## config.mk

```make
export PLATFORM = sky130hd
export DESIGN_NAME = nib_bank_regfile
export DESIGN_NICKNAME = d
export VERILOG_FILES = /design/src/rtl/nib_bank_pkg.sv /design/src/rtl/nib_addr_decode.sv /design/src/rtl/nib_bank_reg.sv /design/src/rtl/nib_bank_regfile.sv
export SDC_FILE = /design/constraint.sdc
export NUM_CORES = 1
export LEC_CHECK = 0
export BUFFER_PORTS_ARGS = -buffer_cell sky130_fd_sc_hd__clkbuf_2
export CORE_AREA = 2 2 90 92
export DETAILED_ROUTE_END_ITERATION = 8
export DIE_AREA = 0 0 92 94
export GPL_TIMING_DRIVEN = 0
export PLACE_DENSITY = 0.78
export SYNTH_ARGS = -nofsm -noshare
export SYNTH_HDL_FRONTEND = slang
export SYNTH_SLANG_ARGS = --single-unit
```

## constraint.sdc

```tcl
create_clock -name clk -period 0.8 [get_ports clk]
set_input_delay 0.2 -clock clk [delete_from_list [all_inputs] [get_ports clk]]
set_output_delay 0.2 -clock clk [all_outputs]
set_load 0.005 [all_outputs]
```

## src/rtl/nib_bank_pkg.sv

```systemverilog
package nib_bank_pkg;
  localparam int NUM_PRG   = 3;
  localparam int NUM_CHR   = 8;
  localparam int NUM_BANK  = NUM_PRG + NUM_CHR;
  localparam int BANK_W    = 8;
  localparam int NIB_W     = 4;
  localparam int ADDR_W    = 16;
  localparam int MIR_W     = 2;
  localparam logic [ADDR_W-1:0] MIRROR_ADDR = 16'hF002;

  // Even address of the nibble pair for bank index b (0..2 program, 3..10 character)
  function automatic logic [ADDR_W-1:0] pair_base(input int b);
    logic [ADDR_W-1:0] a;
    if (b < 2)            a = 16'h8000 + 16'(2*b);
    else if (b == 2)      a = 16'h9000;
    else                  a = 16'hA000 + 16'(16'h1000*((b-3)/2)) + 16'(2*((b-3)%2));
    return a;
  endfunction
endpackage

```

## src/rtl/nib_addr_decode.sv

```systemverilog
module nib_addr_decode
  import nib_bank_pkg::*;
(
  input  logic              wr_en,
  input  logic [ADDR_W-1:0] wr_addr,
  output logic [NUM_BANK-1:0] sel_lo,
  output logic [NUM_BANK-1:0] sel_hi,
  output logic              sel_mir
);
  for (genvar b = 0; b < NUM_BANK; b++) begin : g_dec
    localparam logic [ADDR_W-1:0] BASE = pair_base(b);
    always_comb begin
      sel_lo[b] = wr_en && (wr_addr == BASE);
      sel_hi[b] = wr_en && (wr_addr == (BASE | 16'h0001));
    end
  end

  always_comb sel_mir = wr_en && (wr_addr == MIRROR_ADDR);
endmodule

```

## src/rtl/nib_bank_reg.sv

```systemverilog
module nib_bank_reg
  import nib_bank_pkg::*;
#(
  parameter logic [BANK_W-1:0] RST_VAL = '0
) (
  input  logic              clk,
  input  logic              rst_n,
  input  logic              ld_lo,
  input  logic              ld_hi,
  input  logic [NIB_W-1:0]  nib,
  output logic [BANK_W-1:0] q
);
  logic [BANK_W-1:0] q_nxt;
  logic              q_en;

  always_comb begin
    q_en  = ld_lo | ld_hi;
    q_nxt = q;
    if (ld_lo) q_nxt[NIB_W-1:0]      = nib;
    if (ld_hi) q_nxt[BANK_W-1:NIB_W] = nib;
  end

  always_ff @(posedge clk or negedge rst_n) begin
    if (!rst_n)    q <= RST_VAL;
    else if (q_en) q <= q_nxt;
  end

  // no change without a load
  p_hold_idle_r9: assert property (@(posedge clk) disable iff (!rst_n)
    !(ld_lo || ld_hi) |=> $stable(q));
  // low load keeps high nibble
  p_lo_keeps_hi_r3: assert property (@(posedge clk) disable iff (!rst_n)
    (ld_lo && !ld_hi) |=> (q[BANK_W-1:NIB_W] == $past(q[BANK_W-1:NIB_W])) && (q[NIB_W-1:0] == $past(nib)));
  // high load keeps low nibble
  p_hi_keeps_lo_r4: assert property (@(posedge clk) disable iff (!rst_n)
    (ld_hi && !ld_lo) |=> (q[NIB_W-1:0] == $past(q[NIB_W-1:0])) && (q[BANK_W-1:NIB_W] == $past(nib)));
endmodule

```

## src/rtl/nib_bank_regfile.sv

```systemverilog
module nib_bank_regfile
  import nib_bank_pkg::*;
#(
  parameter int PRG_BANKS = 16
) (
  input  logic                        clk,
  input  logic                        rst_n,
  input  logic                        wr_en,
  input  logic [ADDR_W-1:0]           wr_addr,
  input  logic [BANK_W-1:0]           wr_data,
  output logic [NUM_PRG*BANK_W-1:0]   prg_bank,
  output logic [NUM_CHR*BANK_W-1:0]   chr_bank,
  output logic [BANK_W-1:0]           prg_last,
  output logic [MIR_W-1:0]            mirror_mode
);
  localparam logic [BANK_W-1:0] LAST_BANK = BANK_W'(PRG_BANKS - 1);
  localparam logic [BANK_W-1:0] PENULT    = BANK_W'(PRG_BANKS - 2);

  logic [NUM_BANK-1:0] sel_lo, sel_hi;
  logic                sel_mir;
  logic [BANK_W-1:0]   bank_q [NUM_BANK];
  logic [MIR_W-1:0]    mir_q, mir_nxt;

  nib_addr_decode u_dec (
    .wr_en   (wr_en),
    .wr_addr (wr_addr),
    .sel_lo  (sel_lo),
    .sel_hi  (sel_hi),
    .sel_mir (sel_mir)
  );

  for (genvar b = 0; b < NUM_BANK; b++) begin : g_bank
    localparam logic [BANK_W-1:0] RV = (b == 2) ? PENULT : '0;
    nib_bank_reg #(.RST_VAL(RV)) u_reg (
      .clk   (clk),
      .rst_n (rst_n),
      .ld_lo (sel_lo[b]),
      .ld_hi (sel_hi[b]),
      .nib   (wr_data[NIB_W-1:0]),
      .q     (bank_q[b])
    );
    if (b < NUM_PRG) begin : g_prg
      assign prg_bank[b*BANK_W +: BANK_W] = bank_q[b];
    end else begin : g_chr
      assign chr_bank[(b-NUM_PRG)*BANK_W +: BANK_W] = bank_q[b];
    end
  end

  always_comb begin
    mir_nxt = mir_q;
    if (sel_mir) mir_nxt = wr_data[MIR_W-1:0];
  end

  always_ff @(posedge clk or negedge rst_n) begin
    if (!rst_n)       mir_q <= '0;
    else if (sel_mir) mir_q <= mir_nxt;
  end

  assign mirror_mode = mir_q;
  assign prg_last    = LAST_BANK;

  // at most one target per write
  p_one_target_r8: assert property (@(posedge clk) disable iff (!rst_n)
    $countones({sel_lo, sel_hi, sel_mir}) <= 1);
  // mirroring moves only on its own address
  p_mirror_hold_r7: assert property (@(posedge clk) disable iff (!rst_n)
    !(wr_en && wr_addr == MIRROR_ADDR) |=> $stable(mirror_mode));
  // fixed bank constant
  p_last_fixed_r2: assert property (@(posedge clk) disable iff (!rst_n)
    prg_last == BANK_W'(PRG_BANKS - 1));
endmodule

```

# Word level (Yosys, flattened, before mapping)
# Cells that the tools add are included.
# word_totals
reg_bits	90
in_bits	27
word_cells	102
# classes
n_eq_ne	23
bitwise_logic	11
reduce_logical	45
# op_table
op	count
$eq 16x16->1 const B	23
$reduce_and 2->1	22
$logic_and 1x1->1	23
$or 1x1->1	11

# Depth between registers and ports, before layout
# depth
ltp_word	4
depth_mapped	4

# Cells and area by module
# From an unflattened synthesis, not the netlist that was laid out.
# unflattened
hier_cells	233
hier_area_um2	3595.9
# by_module_without_submodules
module	instances	cells_per_inst	area_per_inst_um2	seq_area_each_um2
nib_bank_reg (g_bank[0].u_reg ...)	10	16	290.3	200.2
nib_bank_reg (g_bank[2].u_reg)	1	16	294.0	203.9
nib_addr_decode	1	43	259.0	0.0
nib_bank_regfile	1	14	140.1	50.0

# Worst setup path before layout
# Ideal clock, no wire load.
# synth_timing
path_kind	in2reg
start	input port wr_addr[7]
end	register g_bank[7].u_reg.q[4]
t_arrival_ps	1573
path_slack_ps	-898
cell_stages	4
path_buffers	0
path_cell_list	nor4_4 nand3_2 nor3_1 mux2_2
# synth_between
elab_chain_cells	4
word_cells_on_any_way	6
cone_classes	eq/ne (2); bitwise (1); reduce/logical (3)
# synth_rtl
element	line	source
from (decl)	nib_bank_regfile.sv:9	input logic [ADDR_W-1:0] wr_addr,
$eq 16x16->1, on equally long branches	nib_addr_decode.sv:13, nib_addr_decode.sv:14	
$logic_and 1x1->1, on equally long branches	nib_addr_decode.sv:13, nib_addr_decode.sv:14	
$or 1x1->1	nib_bank_reg.sv:17	q_en = ld_lo | ld_hi;
$reduce_and 2->1 (no line) (*)	n/a	
to (signal assigned)	nib_bank_reg.sv:25	else if (q_en) q <= q_nxt;
to (decl)	nib_bank_reg.sv:11	output logic [BANK_W-1:0] q
# Mark *: on every way between the ends. The rest lies on a longest branch, timed or not.
# A chain may end at the register's enable or synchronous reset.

# Final worst setup path
# layout_timing
start	input port wr_addr[2]
end	register g_bank[10].u_reg.q[5]
# layout_between
elab_chain_cells	4
word_cells_on_any_way	6
cone_classes	eq/ne (2); bitwise (1); reduce/logical (3)
# layout_rtl
element	line
$eq 16x16->1, on equally long branches	nib_addr_decode.sv:13, nib_addr_decode.sv:14
$logic_and 1x1->1, on equally long branches	nib_addr_decode.sv:13, nib_addr_decode.sv:14
$or 1x1->1	nib_bank_reg.sv:17
$reduce_and 2->1 (no line) (*)	n/a
to (signal assigned)	nib_bank_reg.sv:25
to (decl)	nib_bank_reg.sv:11
# Marks and branches as above.

==> metrics.md <==
| Metric | Value |
|---|---|
| Final Setup Violations | 180 |
| Number of global-route vias before repair | 2747 |
| Crit path capture type | register |
| ANT cells | 0 |
| First-pass GRT wire length | 14730 um |
| Largest net degree at the start of global routing | 61 |
| Worst setup margin | -0.6677 ns |
| Share of layout cells above drive strength 1 | 75.28% |
| Fillers | 480 |
| FMAX | 0.6813 GHz |
| DR vias/cell | 5.002 |
| Warnings from Yosys | 0 |
| WL final | 9852 um |
| WHS | -0.1893 ns |
| Crit path kind | input pin to register |
| Synth area leaders | dfrtp_1 58%, mux2_2 26%, nor3_4 3.0%, dfstp_2 2.1%, buf_4 1.6% |
| Power Dens Cells | 1397 nW/um2 |
| Number of buffers created by CTS | 9 |
| Post-Syn Area | 3734 um2 |
| Cell row count | 32 |
| Ys async rst share | 100.0% |
| H-tree lvl count | 3 |
| Clock transition at path regs | 0.08 ns |
| Die width | 92 um |
| # port buffers | 112 |
| Failing checks | negative hold slack, negative setup slack |
| Register area share after synthesis | 60.42% |
| Overall power | 8.128 mW |
| Multi-input combinational cell area | 1887 um2 |
| Most common cell after layout, fill and taps aside | clkbuf_2 |
| Post-synth EDFFs | 0 |
| Area Overhead vs Synth | 55.80% |
| R2R depth | 3 |
| Placer Congestion | 0.7297 |
| Drt drc | 0 |
| Initial antenna violation count | 0 |
| Root Buffer | clkbuf_8 |
| Status | complete, but fails checks |
| Least-Margin Pin Slew | 0.6906 ns |
| Slew headroom | 53.96% |
| Critical path arrival | 1.70 ns |
| Largest buffer count on any clock path | 2 |
| Reg area | 2256 um2 |
| CORE AREA | 7607 um2 |
| Dpl ws | -1.444 ns |
| Maxcap violations | 0 |
| Average size of a mapped cell | 15.62 um2 |
| Initial Utilization | 49.08% |
| Type of origin of the critical path | input pin |
| WP data required | 1.04 ns |
| RSZ-0062 raised after global routing | yes |
| Starting DRT DRC Count | 89 |
| Critical R2R Launch | g_bank[4].u_reg.q[5] |
| Clock sink count | 90 |
| Worst Hold Class | input pin to asynchronous set/reset pin |
| Post-DRT Antenna Nets | 0 |
| Netlist cell types | 22 |
| Drt pass-1 iters | 4 |
| Mapped Cells | 239 |
| CTS tree | yes |
| Grt total ovfl | 0 |
| Clk_skew | 0 ns |
| Vias | 2756 |
| Top FF cell, synth | dfrtp_1 |
| Hold Fails Final Rpt | 30 |
| Post-placement cell count | 460 |
| Crit path max fanout | 6 |
| Latest clock arrival within the worst-skew pair | 0.35 ns |
| RR Endpoint | g_bank[4].u_reg.q[5] |
| Pleak | 3.229 nW |
| Die Ht | 94 um |
| Nets | 471 |
| DR WL/cell | 17.88 um |
| Fin. max-slew vios | 0 |
| Synth Register Bits | 90 |
| # IOs | 125 |
| Die area | 8648 um2 |
| Leading area contributor after synthesis | dfrtp_1 |
| Crit. Startpoint | wr_addr[2] |
| Min cycle time layout | 1.468 ns |
| Total Routing Usage GR | 22.53% |
| Post-DP HPWL | 6139 um |
| Most frequent cells in the layout | 107 x clkbuf_2, 87 x dfrtp_1, 72 x mux2_4, 68 x buf_4, 20 x nor3_4 |
| Final cell count without fillers | 551 |
| Yosys top cell area share | 58.31% |
| Worst VDD drop | 0.001398 V |
| Register-to-register path setup slack | -0.22 ns |
| Period utilization | 183.5% |
==> synthesized netlist by cell type (2+ instances only) <==
library cell	instances
nor3_1	11
clkbuf_1	9
conb_1	2
dfstp_2	3
nor3_4	7
dfrtp_1	87
mux2_2	86
nor4_4	2
buf_4	8
or3_1	2
nand2b_1	3
nor3_2	2
mux2_1	4
nand2_1	4
nand3_2	2
==> per-layer routing <==
layer  up-vias  share of wire [%]  track usage [%]
met5         -                  0                0
met4         0                1.6            8.831
met3        11                4.7            5.056
met2        87                 53            36.27
met1      1409                 41            30.00
li1       1249                  -                -
==> registers in the layout (all words and copies together), names as in the netlist <==
signal	flops
g_bank.u_reg.q	88
mirror_mode	2
==> stage by stage <==
step           util, %  cell area, um2  setup TNS [ns]
6_report         76.46            5817          -75.83
3_3_place_gp     59.90            4557         -232.35
4_1_cts          71.04            5404          -76.88
5_1_grt          76.46            5817          -84.07
3_5_place_dp     60.30            4587         -114.51
2_1_floorplan        -            3869          -77.18
==> where the power goes <==
| part | total, mW | leakage (nW) | switching, mW | internal, mW |
|---|---|---|---|---|
| combinational | 0.467 | 1.89 | 0.330 | 0.137 |
| sequential | 4.55 | 1.25 | 0.000927 | 4.55 |
| clock | 3.11 | 0.0945 | 1.59 | 1.53 |
| total | 8.13 | 3.23 | 1.92 | 6.21 |
==> how the worst max path moves through the flow <==
stage,endpoint,slack (ns)
detailed placement,g_bank[0].u_reg.q[7],-1.44
global route,g_bank[10].u_reg.q[5],-0.73
finish,g_bank[10].u_reg.q[5],-0.67
global placement,g_bank[0].u_reg.q[2],-1.40
floorplan,g_bank[7].u_reg.q[4],-0.90
CTS,g_bank[7].u_reg.q[0],-0.64
==> what timing repair did <==
item | 4_1_cts | 5_1_grt
resized for setup | 63 | 34
endpoints found under the setup margin | 180 | 180
endpoints found under the hold margin | 30 | 30
setup buffers | 43 | 32
gates cloned | 0 | 1
pin swaps | 9 | 10
==> worst max-delay path, stage by stage <==
cell	delay [ns]
buf_6	0.10
nor4_4	0.24
buf_4	0.19
nand4b_1	0.13
buf_6	0.19
or3_4	0.36
mux2_2	0.28
==> cells by family (layout without fill, tap and decap cells) <==
group	count (synthesis)	after routing	share of synthesized area, %
buffers and inverters	17	220	2.513
DFF	90	90	60.42
muxes	90	90	27.14
other	2	8	0.2011
and+or+nand+nor	40	41	9.719
==> cell type report <==
type                       instances  share of cell area, %
multi-input combinational        139                  32.44
buffer                            16                  1.549
clock inverter                     6                  1.140
timing repair buffer             188                  21.53
sequential                        90                  38.78
tap                              102                  2.194
clock buffer                      10                  2.366
(Power assumes the default switching activity.)
